**config.mk**
```make
export PLATFORM = sky130hd
export DESIGN_NAME = async_reg_port
export DESIGN_NICKNAME = d
export VERILOG_FILES = /design/src/rtl/arp_pkg.sv /design/src/rtl/arp_ctrl.sv /design/src/rtl/arp_datapath.sv /design/src/rtl/async_reg_port.sv
export SDC_FILE = /design/constraint.sdc
export NUM_CORES = 2
export LEC_CHECK = 0
export ABC_AREA = 1
export ABC_CLOCK_PERIOD_IN_PS = 7600
export BUFFER_PORTS_ARGS = -buffer_cell sky130_fd_sc_hd__clkbuf_2
export CAP_MARGIN = 0
export CORE_ASPECT_RATIO = 0.7
export CORE_MARGIN = 4
export CORE_UTILIZATION = 50
export CTS_CLUSTER_SIZE = 14
export DETAILED_ROUTE_END_ITERATION = 7
export PLACE_DENSITY = 0.72
export SYNTH_ARGS = -nofsm -noshare
export SYNTH_HDL_FRONTEND = slang
export SYNTH_HIERARCHICAL = 1
export SYNTH_SLANG_ARGS = --single-unit
```
**constraint.sdc**
```tcl
create_clock -name clk -period 7.6 [get_ports clk]
set_input_delay 0.76 -clock clk [delete_from_list [all_inputs] [get_ports clk]]
set_output_delay 0.76 -clock clk [all_outputs]
set_load 0.01 [all_outputs]
```
**src/rtl/arp_pkg.sv**
```systemverilog
package arp_pkg;

  // Strobes from control to datapath, one cycle each
  typedef struct packed {
    logic capAddr;
    logic capData;
    logic wrEn;
    logic rdEn;
  } arpStrobe_t;

  typedef enum logic [2:0] {
    ST_IDLE,
    ST_WR_WAIT,
    ST_WR_COMMIT,
    ST_WR_ACK,
    ST_RD_FETCH,
    ST_RD_ACK
  } arpState_e;

endpackage

```
**src/rtl/arp_ctrl.sv**
```systemverilog
module arp_ctrl
  import arp_pkg::*;
#(
  parameter int SYNC_STAGES = 2
) (
  input  logic       clk,
  input  logic       rst,
  input  logic       csN,
  input  logic       rdN,
  input  logic       wrN,
  output arpStrobe_t strobes,
  output logic       rdyN
);

  localparam int NSIG = 3;  // bit 0 chip select, bit 1 read, bit 2 write

  logic [NSIG-1:0] stage [SYNC_STAGES];
  logic [NSIG-1:0] syncPrev;
  logic [NSIG-1:0] syncNow;

  // Synchroniser chain on active-high versions of the strobes
  generate
    for (genvar s = 0; s < SYNC_STAGES; s++) begin : g_sync
      always_ff @(posedge clk) begin
        if (rst) begin
          stage[s] <= '0;
        end else if (s == 0) begin
          stage[s] <= ~{wrN, rdN, csN};
        end else begin
          stage[s] <= stage[(s == 0) ? 0 : s-1];
        end
      end
    end
  endgenerate

  assign syncNow = stage[SYNC_STAGES-1];

  always_ff @(posedge clk) begin
    if (rst) syncPrev <= '0;
    else     syncPrev <= syncNow;
  end

  logic csS, rdS, wrS, rdRise, wrRise, wrFall;
  assign csS    = syncNow[0];
  assign rdS    = syncNow[1];
  assign wrS    = syncNow[2];
  assign rdRise = rdS & ~syncPrev[1];
  assign wrRise = wrS & ~syncPrev[2];
  assign wrFall = ~wrS & syncPrev[2];

  arpState_e state, stateNext;

  always_comb begin
    stateNext = state;
    strobes   = '0;
    unique case (state)
      ST_IDLE: begin
        if (csS && wrRise) begin
          strobes.capAddr = 1'b1;
          stateNext       = ST_WR_WAIT;
        end else if (csS && rdRise) begin
          strobes.capAddr = 1'b1;
          stateNext       = ST_RD_FETCH;
        end
      end
      ST_WR_WAIT: begin
        if (!csS) begin
          stateNext = ST_IDLE;
        end else if (wrFall) begin
          strobes.capData = 1'b1;
          stateNext       = ST_WR_COMMIT;
        end
      end
      ST_WR_COMMIT: begin
        strobes.wrEn = 1'b1;
        stateNext    = csS ? ST_WR_ACK : ST_IDLE;
      end
      ST_WR_ACK: begin
        if (!csS) stateNext = ST_IDLE;
      end
      ST_RD_FETCH: begin
        strobes.rdEn = 1'b1;
        stateNext    = csS ? ST_RD_ACK : ST_IDLE;
      end
      ST_RD_ACK: begin
        if (!csS || !rdS) stateNext = ST_IDLE;
      end
      default: stateNext = ST_IDLE;
    endcase
  end

  always_ff @(posedge clk) begin
    if (rst) state <= ST_IDLE;
    else     state <= stateNext;
  end

  assign rdyN = !((state == ST_WR_ACK) || (state == ST_RD_ACK));

endmodule

```
**src/rtl/arp_datapath.sv**
```systemverilog
module arp_datapath
  import arp_pkg::*;
#(
  parameter int ADDR_W = 11,
  parameter int DATA_W = 32,
  parameter int DEPTH  = 64
) (
  input  logic              clk,
  input  logic              rst,
  input  arpStrobe_t        strobes,
  input  logic [ADDR_W-1:0] addrIn,
  input  logic [DATA_W-1:0] dataIn,
  output logic [DATA_W-1:0] rdData
);

  localparam int IDX_W = $clog2(DEPTH);

  logic [ADDR_W-1:0] addrReg;
  logic [DATA_W-1:0] dataReg;
  logic [DATA_W-1:0] bank [DEPTH];
  logic              inRange;
  logic [IDX_W-1:0]  idx;

  assign inRange = ((addrReg >> IDX_W) == '0);
  assign idx     = addrReg[IDX_W-1:0];

  always_ff @(posedge clk) begin
    if (rst) begin
      addrReg <= '0;
      dataReg <= '0;
    end else begin
      if (strobes.capAddr) addrReg <= addrIn;
      if (strobes.capData) dataReg <= dataIn;
    end
  end

  // One register per bank word
  generate
    for (genvar w = 0; w < DEPTH; w++) begin : g_word
      always_ff @(posedge clk) begin
        if (rst)
          bank[w] <= '0;
        else if (strobes.wrEn && inRange && (idx == IDX_W'(w)))
          bank[w] <= dataReg;
      end
    end
  endgenerate

  always_ff @(posedge clk) begin
    if (rst)
      rdData <= '0;
    else if (strobes.rdEn)
      rdData <= inRange ? bank[idx] : '0;
  end

endmodule

```
**src/rtl/async_reg_port.sv**
```systemverilog
module async_reg_port
  import arp_pkg::*;
#(
  parameter int ADDR_W      = 11,
  parameter int DATA_W      = 32,
  parameter int DEPTH       = 64,
  parameter int SYNC_STAGES = 2
) (
  input  logic              clk,
  input  logic              rst,
  input  logic              csN,
  input  logic              rdN,
  input  logic              wrN,
  input  logic [ADDR_W-1:0] addr,
  input  logic [DATA_W-1:0] dataIn,
  output logic [DATA_W-1:0] dataOut,
  output logic              dataOe,
  output logic              rdyN
);

  arpStrobe_t strobes;

  arp_ctrl #(.SYNC_STAGES(SYNC_STAGES)) u_ctrl (
    .clk     (clk),
    .rst     (rst),
    .csN     (csN),
    .rdN     (rdN),
    .wrN     (wrN),
    .strobes (strobes),
    .rdyN    (rdyN)
  );

  arp_datapath #(.ADDR_W(ADDR_W), .DATA_W(DATA_W), .DEPTH(DEPTH)) u_dp (
    .clk     (clk),
    .rst     (rst),
    .strobes (strobes),
    .addrIn  (addr),
    .dataIn  (dataIn),
    .rdData  (dataOut)
  );

  // Bus drive window follows the pads directly
  assign dataOe = ~csN & ~rdN;

endmodule

```
After elaboration in Yosys (flattened, before gate mapping)
Memory sizes are Yosys's and may differ from the RTL's. A register that Yosys moved wholly into a read port is not among the register bits.
Index checks and enable logic that the tools add are counted.
{"block": "op_classes", "n_reduce_logical": 76, "eq_ne": 72, "bitwise_logic": 76, "muxes": 281}
{"cell": "$mux 32", "count": 65}
{"cell": "$mux 1", "count": 203}
{"cell": "$eq 6x6->1 const B", "count": 32}
{"cell": "$eq 6x5->1 const B", "count": 16}
{"cell": "$logic_and 1x1->1", "count": 67}
{"cell": "$or 1x1->1", "count": 66}
{"cell": "$eq 6x4->1 const B", "count": 8}
{"cell": "$mux 3", "count": 9}
{"cell": "$eq 6x3->1 const B", "count": 4}
{"cell": "$pmux 3 s6", "count": 1}
{"cell": "$eq 6x2->1 const B", "count": 2}
{"cell": "$mux 6", "count": 2}
{"cell": "$logic_not 11->1", "count": 1}
{"cell": "$eq 3x2->1 const B", "count": 2}
{"cell": "$eq 3x3->1 const B", "count": 2}
{"cell": "$eq 6x1->1 const B", "count": 1}
{"cell": "$logic_not 6->1", "count": 1}
{"cell": "$not 1->1", "count": 5}
{"cell": "$and 1x1->1", "count": 4}
{"cell": "$reduce_and 4->1", "count": 1}
{"cell": "$eq 3x1->1 const B", "count": 1}
{"cell": "$logic_not 1->1", "count": 3}
{"cell": "$logic_not 3->1", "count": 1}
{"cell": "$ne 3x1->1 const B", "count": 1}
{"cell": "6 further kinds", "count": 7}
{"block": "totals", "ram_bits": 2054, "regBits": 81, "memories": 2, "elab_cells": 512, "output_inout_bits": 34}
{"memory": "u_dp.bank", "depth": 64, "width": 32, "rd": 1, "rd_ports_with_merged_regs": 1, "write_ports": 64, "line": "arp_datapath.sv:20", "text": "logic [DATA_W-1:0] bank [DEPTH];"}
{"memory": "u_ctrl.stage", "depth": 2, "width": 3, "rd": 2, "rd_ports_with_merged_regs": 0, "write_ports": 2, "line": "arp_ctrl.sv:17", "text": "logic [NSIG-1:0] stage [SYNC_STAGES];"}

Longest topological paths before layout
{"block": "logic_depth", "ltp_word": 8, "depth_mapped": 14, "ltp_nobuf": 11}

Cells and area by module
Netlist, hierarchy kept.
{"mod": "arp_datapath", "area_each_um2": 95711.8, "seq_area_each_um2": 63120.5, "cells_each": 9673, "instances": 1}
{"mod": "arp_ctrl", "area_each_um2": 525.5, "seq_area_each_um2": 220.2, "cells_each": 81, "instances": 1}
{"mod": "async_reg_port", "area_each_um2": 3.8, "seq_area_each_um2": 0.0, "cells_each": 1, "instances": 1}

Worst setup path after synthesis
OpenSTA, ideal clock, no wires.
{"block": "synth_timing", "path_type": "register to register", "from": "register u_ctrl.state[1]", "to": "memory u_dp.bank[24][0] (enable)", "setup_slack_ns": 3.635, "path_stages_with_launch": 9, "t_arrival_ns": 3.500, "n_path_buf": 0, "path_cell_list": "dfxtp_1 > inv_2 > nor3_1 > nand2_2 > inv_6 > nand3_4 > nor2_4 > inv_1 > o21ai_0"}
{"item": "start, declared", "line": "arp_ctrl.sv:51", "text": "arpState_e state, stateNext;"}
{"item": "start signal, assigned", "line": "arp_ctrl.sv:94", "text": "else state <= stateNext;"}
{"item": "end, declared", "line": "arp_datapath.sv:20"}

==> metrics.md <==
| Metric | Value |
|---|---|
| Outcome | `complete, but fails checks` |
| Failing checks | `design-rule violations` |
| P_leak | `between 30 and 40 nW` |
| Max Slew Vio Count | `0` |
| Largest net degree at the start of global routing | `between 200 and 250` |
| Routing usage on met1 | `around 44%` |
| Clock Tree Root | `clkbuf_16` |
| Clk slew on worst S/H paths | `0.06 ns` |
| Post-synthesis sequential area ratio | `between 60% and 70%` |
| Mapped Cells | `approximately 9,800` |
| Core Area | `approximately 190,000 um^2` |
| FMAX | `around 0.23 GHz` |
| Minimum clock period | `4.35 ns` |
| Drt via density | `6.19` |
| Global-route met2 utilization | `43.3%` |
| Layout Skew | `between 0.08 and 0.09 ns` |
| CTS buffer count | `201` |
| Max clock buf depth | `3` |
| WP data required | `about 8.4 ns` |
| Clock sinks | `~2,100` |
| Fin. Hold Viols | `0` |
| Count of cell types in the netlist | `28` |
| Post-Syn Area | `96,200 um^2` |
| #FFs+latches synth | `around 2,100` |
| DRT Pass-1 Iters | `8` |
| Total Neg Setup Slack | `0 ns` |
| Slew @ Worst Pin | `1.34 ns` |
| Yosys top cell area share | `~64%` |
| Num rows | `approximately 130` |
| CTS tree | `yes` |
| DR iter-0 viols | `12,700` |
| Placed Instances | `11,600` |
| Ys Warns | `6` |
| Fraction of registers with async set/reset | `0%` |
| WS Path Type | `flip-flop to flip-flop` |
| Final setup viols | `0` |
| Busiest layer in global routing | `met1` |
| Hold Path Class | `input port to flip-flop` |
| Detailed-route via count | `roughly 74,000` |
| Remaining antenna violation count after routing | `0` |
| Crit path DAT | `about 5.1 ns` |
| Synth Flop Type | `edfxtp_1` |
| Layout cells sized above 1 | `under 10%` |
| Synth Net Count | `slightly below 10,000` |
| Max IR drop VDD | `between 200 and 250 uV` |
| Starting Density | `around half` |
| Worst Setup End Kind | `flip-flop` |
| Critical path, cell by cell | `buf_12, buf_12, nand2_1, nand3_1, nand3_1, nand2_1, nand2_1, nand3_1, nand2_1, nand2_1, nand3_1, a21oi_1` |
| WL per Instance | `between 20 and 30 um` |
| Met3 Track Usage GR | `between 10% and 20%` |
| CP Buf/Inv Count | `2` |
| Dominant cell type by area after synthesis | `edfxtp_1` |
| CTS Hold Buffers Added | `0` |
| Gr usage total | `a little under a third` |
| Initial antenna violation count | `10` |
| Final period util | `approximately 57%` |
| Final #Nets | `9,327` |
| Post-synth EDFFs | `between 2,000 and 2,500` |
| Max Cap Violations | `0` |
| Top cells by area, synth | `edfxtp_1 (64%), nand3_1 (9.9%), nand2_1 (9.2%)` |
| Pwr Density | `between 200 and 250 nW/um^2` |
| Routed wire length | `323,000 um` |
| I/O Buffers | `between 80 and 90` |
| Grt ovf | `0` |
| First-pass GRT wire length | `roughly 470,000 um` |
| Syn avg cell area | `9.87 um^2` |
| Crit-path slowest cell | `dfxtp_4` |
| H-tree levels | `4` |
| RePlAce Congestion | `0.977` |
| Top Family by Delay on Critical Path | `simple AND/OR/NAND/NOR gates` |
| Post-CTS Resized | `0` |
| Post-CTS Setup Bufs | `0` |
| CP max FO | `~190` |
| Dpl hpwl | `178,000 um` |
| Area Growth Syn to Fin | `7.92%` |
| Vias in the first global route | `roughly 68,000` |
| Clock latency on the worst-skew pair | `between 0.8 and 0.9 ns` |
| CP startpoint kind | `flip-flop` |
| Residual DRC count | `2` |
| Die width | `532 um` |
| Final cell count without fillers | `between 10,000 and 15,000` |
| Die Y | `about 380 um` |
| Unrepaired setup endpoints after global routing | `no` |
| Max transition margin | `a little over 10%` |
| Top-count cell post-synth | `nand2_1` |
| Most common cell on crit path | `nand2_1` |
| Post-synth top cells | `nand2_1 (2,365), nor2_1 (2,071), edfxtp_1 (2,048)` |
| Total power | `~0.026 W` |
| Crit-path max cell delay | `0.73 ns` |
| Die Area | `~200,000 um^2` |
| IO Count | `just over 80` |
## report_power, final
part           switching (W)  leakage (nW)  total, W  internal [W]
Combinational        0.00164          10.4   0.00208      0.000440
Clock                0.00452          3.14    0.0100       0.00548
Sequential          0.000198          21.9    0.0135        0.0133
Total                0.00637          35.4    0.0256        0.0192
## per-layer routing
metal | vias up | wire (um)
li1 | 31800 | -
met1 | 35600 | 117000
met2 | 5755 | 132000
met3 | 786 | 57000
met4 | 10 | 16500
met5 | - | 126
## cells in the final DEF (no fill, tap or decap), types with 64 or more instances in the layout
cell type,netlist,final
nand2_1,2365,2364
nor2_1,2071,2070
edfxtp_1,2048,2048
nand3_1,1896,1896
clkbuf_16,0,201
buf_4,40,136
dfxtp_1,92,87
clkbuf_2,0,81
a21oi_1,69,69
nand3_2,66,66
o21ai_4,0,64
## through the flow
stage / utilization (%) / worst slack [ns] / hold slack (ns) / instance area [um^2]
after global placement: 51.0 / 3.35 / 0.390 / 97400
after detailed placement: 51.0 / 3.20 / 0.410 / 97400
after CTS: 54.4 / 3.67 / 0.0287 / 104000
after global routing: 54.4 / 3.32 / 0.0429 / 104000
final: 54.4 / 3.25 / 0.0677 / 104000
after floorplan: - / 3.63 / 0.388 / 96200
## cell type report
type | instances | area [um^2]
fill | 16000 | 87100
sequential | 2140 | 63400
multi-input combinational | 6637 | 28900
clock buffer | 264 | 5390
tap | 2516 | 3150
timing repair buffer | 230 | 1690
clock inverter | 102 | 1040
inverter | 69 | 310
antenna | 1 | 2.50
## worst paths after layout
kind                            slack (ns)                            end  depth (start not counted)                     startpoint
worst max-delay path                  3.25    u_dp/rdData[6]$_SDFFE_PP0P_                         12                      flip-flop
worst min-delay path                  0.07  u_ctrl/stage[0][1]$_SDFF_PP0_                          2                            rdN
worst max register to register        3.25    u_dp/rdData[6]$_SDFFE_PP0P_                         12                      flip-flop
worst min register to register        0.41  u_ctrl/stage[1][0]$_SDFF_PP0_                          2  u_ctrl/stage[0][0]$_SDFF_PP0_
## flip-flops by register name (all words and copies together), names as in the netlist, named ones only
name	cells
u_ctrl/stage	6
u_ctrl/state	3
u_ctrl/syncPrev	2
u_dp/addrReg	11
u_dp/bank	2048
u_dp/dataReg	32
u_dp/rdData	32
## worst register-to-register path, delay by kind of cell (launching register included)
family,cells,cell delay [ns]
AO/OA/AOI/OAI,1,0.14
flip-flops,1,0.73
buffers and inverters,2,1.50
AND/OR/NAND/NOR,9,1.92
## cell families after synthesis
group                  share of synthesized area [%]
AND/OR/NAND/NOR                                 28.4
flip-flops                                      65.8
buffers and inverters                           4.88
AO/OA/AOI/OAI                                  0.931
Note: power is estimated with default switching activity, not from simulation.
